File: src/rtl/ctmr_pkg.sv
package ctmr_pkg;

  typedef enum logic [1:0] {
    MODE_DUAL  = 2'd0,
    MODE_MIXED = 2'd1,
    MODE_WIDE  = 2'd2,
    MODE_EVT16 = 2'd3
  } ctmrMode_e;

  // Strobes from control to datapath, valid for one cycle each.
  typedef struct packed {
    logic tickLo;   // advance low half (or the chained count)
    logic tickHi;   // advance high half in split modes
    logic holdLo;   // force low half to zero
    logic holdHi;   // force high half to zero
    logic chained;  // halves act as one 16-bit counter
  } ctmrStb_t;

endpackage

File: src/rtl/ctmr_ctrl.sv
module ctmr_ctrl
  import ctmr_pkg::*;
#(
  parameter int PRE_W = 8
) (
  input  logic             clk,
  input  logic             rstN,
  input  ctmrMode_e        mode,
  input  logic [PRE_W-1:0] preReload,
  input  logic             runLo,
  input  logic             runHi,
  input  logic             eventIn,
  output ctmrStb_t         stb
);

  localparam logic [PRE_W-1:0] ONE_P = 1;

  logic [PRE_W-1:0] preCnt;
  logic             preRun;
  logic             preTick;

  // Prescaler runs while any half that uses it is enabled.
  assign preRun  = runLo | ((mode == MODE_DUAL) & runHi);
  assign preTick = preRun & (preCnt >= preReload);

  always_ff @(posedge clk) begin
    if (!rstN)                 preCnt <= '0;
    else if (!preRun || preTick) preCnt <= '0;
    else                       preCnt <= preCnt + ONE_P;
  end

  always_comb begin
    stb = '0;
    unique case (mode)
      MODE_DUAL: begin
        stb.tickLo = runLo & preTick;
        stb.tickHi = runHi & preTick;
        stb.holdLo = !runLo;
        stb.holdHi = !runHi;
      end
      MODE_MIXED: begin
        stb.tickLo = runLo & preTick;
        stb.tickHi = runHi & eventIn;
        stb.holdLo = !runLo;
        stb.holdHi = !runHi;
      end
      MODE_WIDE: begin
        stb.tickLo  = runLo & preTick;
        stb.holdLo  = !runLo;
        stb.holdHi  = !runLo;
        stb.chained = 1'b1;
      end
      default: begin
        stb.tickLo  = runLo & eventIn;
        stb.holdLo  = !runLo;
        stb.holdHi  = !runLo;
        stb.chained = 1'b1;
      end
    endcase
  end

  AST_PRESCALE_WRAP: assert property (@(posedge clk) disable iff (!rstN)
    preTick |=> (preCnt == '0));

endmodule

File: src/rtl/ctmr_dpath.sv
module ctmr_dpath
  import ctmr_pkg::*;
#(
  parameter int HALF_W = 8
) (
  input  logic              clk,
  input  logic              rstN,
  input  ctmrStb_t          stb,
  input  logic [HALF_W-1:0] matchLo,
  input  logic [HALF_W-1:0] matchHi,
  input  logic              capStbLo,
  input  logic              capStbHi,
  input  logic [1:0]        flagClr,
  output logic [HALF_W-1:0] capLo,
  output logic [HALF_W-1:0] capHi,
  output logic [1:0]        matchFlag
);

  localparam int FULL_W = 2 * HALF_W;
  localparam logic [HALF_W-1:0] ONE_H = 1;
  localparam logic [FULL_W-1:0] ONE_W = 1;

  logic [1:0][HALF_W-1:0] cnt;
  logic [1:0][HALF_W-1:0] cntNext;
  logic [1:0][HALF_W-1:0] cap;
  logic [1:0][HALF_W-1:0] matchVal;
  logic [1:0][HALF_W-1:0] splitNext;
  logic [1:0]             splitHit;
  logic [1:0]             halfTick;
  logic [1:0]             halfHold;
  logic [1:0]             capStb;
  logic [1:0]             setFlag;
  logic [FULL_W-1:0]      cntWide;
  logic [FULL_W-1:0]      wideNext;
  logic                   wideHit;

  assign matchVal = {matchHi, matchLo};
  assign halfTick = {stb.tickHi, stb.tickLo};
  assign halfHold = {stb.holdHi, stb.holdLo};
  assign capStb   = {capStbHi, capStbLo};

  // Per-half comparison and successor for the split modes.
  for (genvar h = 0; h < 2; h++) begin : g_half
    assign splitHit[h]  = (cnt[h] == matchVal[h]);
    assign splitNext[h] = splitHit[h] ? '0 : cnt[h] + ONE_H;
  end

  assign cntWide  = {cnt[1], cnt[0]};
  assign wideHit  = (cntWide == {matchHi, matchLo});
  assign wideNext = wideHit ? '0 : cntWide + ONE_W;

  always_comb begin
    cntNext = cnt;
    setFlag = '0;
    if (stb.chained) begin
      if (stb.tickLo) cntNext = wideNext;
      setFlag[0] = stb.tickLo & wideHit;
    end else begin
      for (int h = 0; h < 2; h++) begin
        if (halfTick[h]) cntNext[h] = splitNext[h];
        setFlag[h] = halfTick[h] & splitHit[h];
      end
    end
    for (int h = 0; h < 2; h++)
      if (halfHold[h]) cntNext[h] = '0;
  end

  always_ff @(posedge clk) begin
    if (!rstN) begin
      cnt       <= '0;
      cap       <= '0;
      matchFlag <= '0;
    end else begin
      cnt <= cntNext;
      if (stb.chained) begin
        if (|capStb) cap <= cnt;
      end else begin
        for (int h = 0; h < 2; h++)
          if (capStb[h]) cap[h] <= cnt[h];
      end
      for (int h = 0; h < 2; h++) begin
        if (setFlag[h])      matchFlag[h] <= 1'b1;
        else if (flagClr[h]) matchFlag[h] <= 1'b0;
      end
    end
  end

  assign capLo = cap[0];
  assign capHi = cap[1];

  AST_STOP_CLEARS: assert property (@(posedge clk) disable iff (!rstN)
    stb.holdLo |=> (cnt[0] == '0));
  AST_FLAG_CAUSE: assert property (@(posedge clk) disable iff (!rstN)
    $rose(matchFlag[0]) |-> $past(stb.tickLo));
  AST_HI_QUIET_CHAINED: assert property (@(posedge clk) disable iff (!rstN)
    stb.chained |=> !$rose(matchFlag[1]));
  AST_CAP_WIDE: assert property (@(posedge clk) disable iff (!rstN)
    (stb.chained && (capStbLo || capStbHi)) |=> ({capHi, capLo} == $past(cntWide)));
  AST_W1C: assert property (@(posedge clk) disable iff (!rstN)
    (flagClr[0] && !setFlag[0]) |=> !matchFlag[0]);

endmodule

File: src/rtl/capture_timer16.sv
module capture_timer16
  import ctmr_pkg::*;
#(
  parameter int HALF_W = 8,
  parameter int PRE_W  = 8
) (
  input  logic              clk,
  input  logic              rstN,
  input  logic [1:0]        mode,
  input  logic [PRE_W-1:0]  preReload,
  input  logic [HALF_W-1:0] matchLo,
  input  logic [HALF_W-1:0] matchHi,
  input  logic              runLo,
  input  logic              runHi,
  input  logic              eventIn,
  input  logic              capStbLo,
  input  logic              capStbHi,
  input  logic [1:0]        flagClr,
  output logic [HALF_W-1:0] capLo,
  output logic [HALF_W-1:0] capHi,
  output logic [1:0]        matchFlag
);

  ctmrStb_t stb;

  ctmr_ctrl #(.PRE_W(PRE_W)) u_ctrl (
    .clk      (clk),
    .rstN     (rstN),
    .mode     (ctmrMode_e'(mode)),
    .preReload(preReload),
    .runLo    (runLo),
    .runHi    (runHi),
    .eventIn  (eventIn),
    .stb      (stb)
  );

  ctmr_dpath #(.HALF_W(HALF_W)) u_dpath (
    .clk      (clk),
    .rstN     (rstN),
    .stb      (stb),
    .matchLo  (matchLo),
    .matchHi  (matchHi),
    .capStbLo (capStbLo),
    .capStbHi (capStbHi),
    .flagClr  (flagClr),
    .capLo    (capLo),
    .capHi    (capHi),
    .matchFlag(matchFlag)
  );

endmodule

File: config.mk
export PLATFORM = sky130hd
export DESIGN_NAME = capture_timer16
export DESIGN_NICKNAME = d
export VERILOG_FILES = /design/src/rtl/ctmr_pkg.sv /design/src/rtl/ctmr_ctrl.sv /design/src/rtl/ctmr_dpath.sv /design/src/rtl/capture_timer16.sv
export SDC_FILE = /design/constraint.sdc
export NUM_CORES = 1
export LEC_CHECK = 0
export ABC_AREA = 1
export ABC_CLOCK_PERIOD_IN_PS = 4100
export BUFFER_PORTS_ARGS = -buffer_cell sky130_fd_sc_hd__buf_2
export CAP_MARGIN = 30
export CORE_UTILIZATION = 55
export DETAILED_ROUTE_END_ITERATION = 10
export PLACE_DENSITY_LB_ADDON = 0.15
export SLEW_MARGIN = 0
export SYNTH_ARGS = -nofsm -noshare
export SYNTH_HDL_FRONTEND = slang
export SYNTH_SLANG_ARGS = --single-unit
File: constraint.sdc
create_clock -name clk -period 4.1 [get_ports clk]
set_clock_uncertainty 0.05 [all_clocks]
set_input_delay 0 -clock clk [delete_from_list [all_inputs] [get_ports clk]]
set_output_delay 0 -clock clk [all_outputs]
set_load 0.005 [all_outputs]
Word-level counts from Yosys, hierarchy flattened
Index checks and enable logic that the tools add are counted.
- magnitude comparators: 1
- reductions and logical operators: 18
- bitwise logic cells: 11
- muxes and demuxes: 20
- add/sub/neg operators: 4
- equal/unequal tests: 8
- operators with widths (operator ; number):
    2-to-1 mux 16 bit ; 5
    2-to-1 mux 8 bit ; 6
    adder 8 x 1 -> 8 bit, second input constant ; 3
    adder 16 x 1 -> 16 bit, second input constant ; 1
    == test 16 bit ; 1
    == test 8 bit ; 2
    OR reduction 2 bit ; 5
    AND 1 bit ; 9
    greater-or-equal comparator 8 bit ; 1
    2-to-1 mux 1 bit ; 8
    nonzero test 2 bit ; 4
    inequality test 2 x 1 -> 1 bit, second input constant ; 3
    AND reduction 2 bit ; 3
    zero test 1 bit ; 3
    OR reduction 3 bit ; 1
    == test 2 x 1 -> 1 bit, second input constant ; 1
    == test 2 bit, second input constant ; 1
    zero test 2 bit ; 1
    one-hot mux 1 bit (2 select lines) ; 1
    logical OR 1 bit ; 1
    NOT 1 bit ; 1
    OR 1 bit ; 1
- word-level logic and storage cells: 69
- input bits: 35
- output and inout port bits: 18
- register bits after elaboration: 42

Longest topological paths before layout
- depth in word-level cells: 9
- depth in mapped cells: 16
- mapped depth without buffers: 16

By module
Synthesis repeated with hierarchy kept, for this count alone.
- cells, all modules: 443
- area, all modules: 2851.5 um2
- by module, submodules not included (module ; cells an instance ; area each (um2) ; instances ; sequential area each (um2)):
    ctmr_dpath ; 358 ; 2202.1 ; 1 ; 680.7
    ctmr_ctrl ; 85 ; 649.4 ; 1 ; 160.2

Worst setup path before layout
Ideal clock, no wire load.
- kind: register -> register
- start: reg u_ctrl.preCnt[7]
- end: reg u_dpath.cnt[1] (netlist bit)
- arrival time: 1.565 ns
- stages on the path, launching flop included: 11
- path buffers: 0
- clock period less this slack: 1.731 ns
- library setup time: 0.116 ns
- path slack: 2.369 ns
- required time: 3.934 ns
- path through: dfxtp_1 > ha_1 > nand2_1 > nor2_1 > nand4_1 > nand3_1 > nand2_1 > a21boi_2 > nand2_1 > nand2_2 > nor2_1
- word-level cells in the longest chain between the ends: 4
- ends and longest elaborated chain (item ; line ; text):
    from (decl) ; ctmr_ctrl.sv:18 ; logic [PRE_W-1:0] preCnt;
    from (signal assigned) ; ctmr_ctrl.sv:29 ; else preCnt <= preCnt + ONE_P;
    greater-or-equal comparator 8 bit ; ctmr_ctrl.sv:24 ; assign preTick = preRun & (preCnt >= preReload);
    AND 1 bit ; ctmr_ctrl.sv:24 ;
    AND 1 bit ; ctmr_ctrl.sv:36, ctmr_ctrl.sv:42, ctmr_ctrl.sv:48 ;
    2-to-1 mux 1 bit ; - ;
    to (signal assigned) ; ctmr_dpath.sv:74 ; cnt <= cntNext;
    to (decl) ; ctmr_dpath.sv:23 ; logic [1:0][HALF_W-1:0] cnt;
No other way between the ends.
A chain may end at the register's enable or synchronous reset.

Final worst setup path
- start: reg u_ctrl.preCnt[6]
- end: reg u_dpath.cnt[14] (netlist bit)
- word-level cells in the longest chain between the ends: 6
- elaborated cells between the ends (all ways): 9
- those cells by class: 1 x order compare; 1 x eq/ne; 2 x mux; 3 x bitwise; 2 x reduce/logical
- ends and longest elaborated chain (item ; line):
    greater-or-equal comparator 8 bit * ; ctmr_ctrl.sv:24
    AND 1 bit * ; ctmr_ctrl.sv:24
    AND 1 bit, on equally long branches ; -
    one-hot mux 1 bit (2 select lines) or 2-to-1 mux 1 bit (tied branches) ; -
    inequality test 2 x 1 -> 1 bit (no source line) or nonzero test 2 bit (tied branches) ; -
    AND reduction 2 bit (no source line) * ; -
Every way passes the cells marked *; elsewhere a longest branch is shown, timed or not.

==> reports/metrics.csv <==
stage,metric,value,unit
status,status,"finished, violations left",
status,violations,DRC,
job,cap_violations,0,
placed_design,dp_slack,2010,ps
placed_design,dp_hpwl,4770,um
synth,synth_top_area_cell,dfxtp_1,
timing,rsz0062_at_grt,no,
die,fp-row-count,24,
die,pin_count,53,
critical_path,max_stage_delay,350,ps
critical_path,startpoint,u_ctrl.preCnt[6],
clock_tree,clkSlewWorstSetupHoldPaths,90,ps
clock_tree,numCtsBuffers,5,
global_routing,grt_max_degree,21,
clock_tree,clock_latency,300,ps
critical_path,worst-setup-path-type,flip-flop to flip-flop,
critical_path,cp_cell_sequence,ha_1 -> nand2_1 -> nor2_1 -> nand4_1 -> nand3_1 -> nand2_1 -> nand2_1 -> nand3_1 -> nand2_1 -> nand2_1 -> nand2_1 -> nor2_1,
die,start_util,59.1,%
hold_path,hold_path_class,input pin to flip-flop,
critical_path,cp-end-kind,flip-flop,
detailed_routing,drt-initial-drc-count,148,
timing,worst_pin_slew,629,ps
clock_tree,clock_path_buffers,2,
synth,yosysUniqueCellTypes,28,
die,die_width,71.4,um
hold_path,min_path_cells,4,
timing,fin_setup_tns,0,ps
hold_path,hold_path_end,u_dpath.capLo[2],
die,die_y,71.4,um
synth,synth_warnings,0,
power,p_per_area,269,mW/mm^2
synth,netlist_area,0.00265,mm^2
critical_path,rr_worst_depth,12,
die,core,0.00447,mm^2
critical_path,setup.worst_path.start_class,flip-flop,
critical_path,r2r_start,u_ctrl.preCnt[6],
critical_path,required,4250,ps
critical_path,critPathArrivalTime,2270,ps
finish,n_antenna_cell,0,
die,die-area,0.00509,mm^2
timing,fmax,472,MHz
placed_design,gp_congestion,0.909,
global_routing,antenna_found_initial,0,
placed_design,dp_cells,494,
synth,ys_ff_latch,42,
synth,yosys.area.top_type_share,31.8,%
critical_path,cp_common_cell,nand2_1,
critical_path,rrSetupSlack,1980,ps
finish,synthToLayoutAreaGrowth,15.0,%
global_routing,grt_pass1_vias,2398,
detailed_routing,routedWlPerCell,12.5,um
timing,slew_headroom,58.1,%
clock_tree,cts_root_buf,clkbuf_8,
timing,finalMaxSlewViolations,0,
detailed_routing,ant_nets,0,
placed_design,io_buffer_count,52,
timing,setup_viol,0,
finish,nets,498,
timing,fin_ws,1980,ps
critical_path,crit_slowest_cell,dfxtp_1,
timing,finalCritPeriodShare,51.7,%
detailed_routing,drt_wl_total,6330,um
detailed_routing,dr.pass1.iters,9,
critical_path,reg2reg_to,u_dpath.cnt[14],
detailed_routing,vias,2674,
detailed_routing,drc,3,
hold_path,hp-start,capStbLo,
global_routing,grt_use_total,26.9,%
synth,avgSynthCellArea,6.65,um^2
power,p_leak,1.49,nW
finish,final_cell_mix,"89 x nand2_1, 52 x nor2_1, 52 x buf_2",
power,ir_drop,221,uV
synth,ys_seq_area_share,31.8,%
clock_tree,cts_num_sinks,42,
timing,hold_viol_final,0,
synth,syn_inst,398,
finish,final_layout_size_suffix_gt1_share,15.7,%
clock_tree,cts_tree,built,
critical_path,path_max_fanout,11,
synth,syn_nets,444,
clock_tree,htreeDepth,2,
detailed_routing,vias_per_cell,5.30,
power,power,820,uW
global_routing,grt_first_pass_wirelength,10900,um
finish,final-instance-count-excl-fill,505,
finish,final_common_cell,nand2_1,
timing,holdWs,12.4,ps
finish,fill_cells,403,
clock_tree,post-cts-setup-buffers,0,
global_routing,overflow,0,
timing,fin_crit,2120,ps
synth,synthTopCellsByArea,"dfxtp_1 32%, nand2_1 13%, xor2_1 8.6%",
[metrics by stage]
stage / utilization, % / cell area [um^2]
2_1_floorplan: - / 2650
3_3_place_gp: 65.3 / 2920
3_5_place_dp: 65.3 / 2920
4_1_cts: 68.0 / 3040
5_1_grt: 68.0 / 3040
6_report: 68.0 / 3040
[layout make-up]
| cell class | instances | area [um^2] | share of cell area [%] |
|---|---|---|---|
| Clock buffer | 5 | 68.8 | 2.26 |
| Sequential cell | 42 | 841 | 27.6 |
| Multi-Input combinational cell | 298 | 1570 | 51.5 |
| Clock inverter | 3 | 23.8 | 0.781 |
| Timing Repair Buffer | 55 | 290 | 9.54 |
| Inverter | 50 | 188 | 6.17 |
| Tap cell | 52 | 65.1 | 2.14 |
[worst max path at each step]
stage | cells past startpoint | end | slack (ps)
final | 12 | u_dpath.cnt[14] | 1980
after global routing | 12 | u_dpath.cnt[9] | 1740
after CTS | 12 | u_dpath.cnt[11] | 1990
after detailed placement | 12 | u_dpath.cnt[11] | 2010
after global placement | 12 | u_dpath.cnt[14] | 2030
after floorplan | 10 | u_dpath.cnt[1] | 2370
[power by group]
group          internal (mW)  total (mW)  switching (mW)
Sequential             0.420       0.428         0.00863
Clock                  0.122       0.284           0.162
Combinational         0.0449       0.108          0.0627
Total                  0.587       0.820           0.233
[synthesized netlist by cell type, drive strengths merged]
library cell  number
a21oi             34
nand4              8
or2                1
a21boi             1
nor3b              1
nand2             92
xnor2              2
ha                11
a31oi              1
inv               50
clkbuf             4
nor2              53
buf                4
nand3b             4
nand3             34
o21ai             24
nor3               3
a21o               1
o31ai              2
dfxtp             42
xor2              26
[state kept, by name, indices dropped and copies added, names as in the netlist]
| register | count |
|---|---|
| u_ctrl.preCnt | 8 |
| u_dpath.capHi | 8 |
| u_dpath.capLo | 8 |
| u_dpath.cnt | 16 |
| u_dpath.matchFlag | 2 |
[layer usage]
layer,track usage (%),vias to the layer above,part of all wire (%)
li1,-,1390,-
met2,43.9,100,46
met4,9.78,0,1.7
met3,4.92,13,6.0
met1,35.6,1171,47
met5,0,-,0
[critical path: cells and delay by family (launching register included)]
kind | cells | cell delay, ps
adders and majority gates | 1 | 280
DFF | 1 | 350
and+or+nand+nor | 11 | 1340
[cell families (layout without fill, tap and decap cells)]
group	after synthesis	after routing	synth area share [%]
compound gates	63	63	12.5
flops	42	42	31.8
xor+xnor	28	28	9.27
buf+inv	58	113	9.03
simple gates	196	196	32.2
fa+ha+maj	11	11	5.20
[repair_timing]
action                    CTS  global route
hold endpoints to repair    3             0
hold buffers                3             0
gates resized for setup     0             0
(Power assumes the default switching activity.)
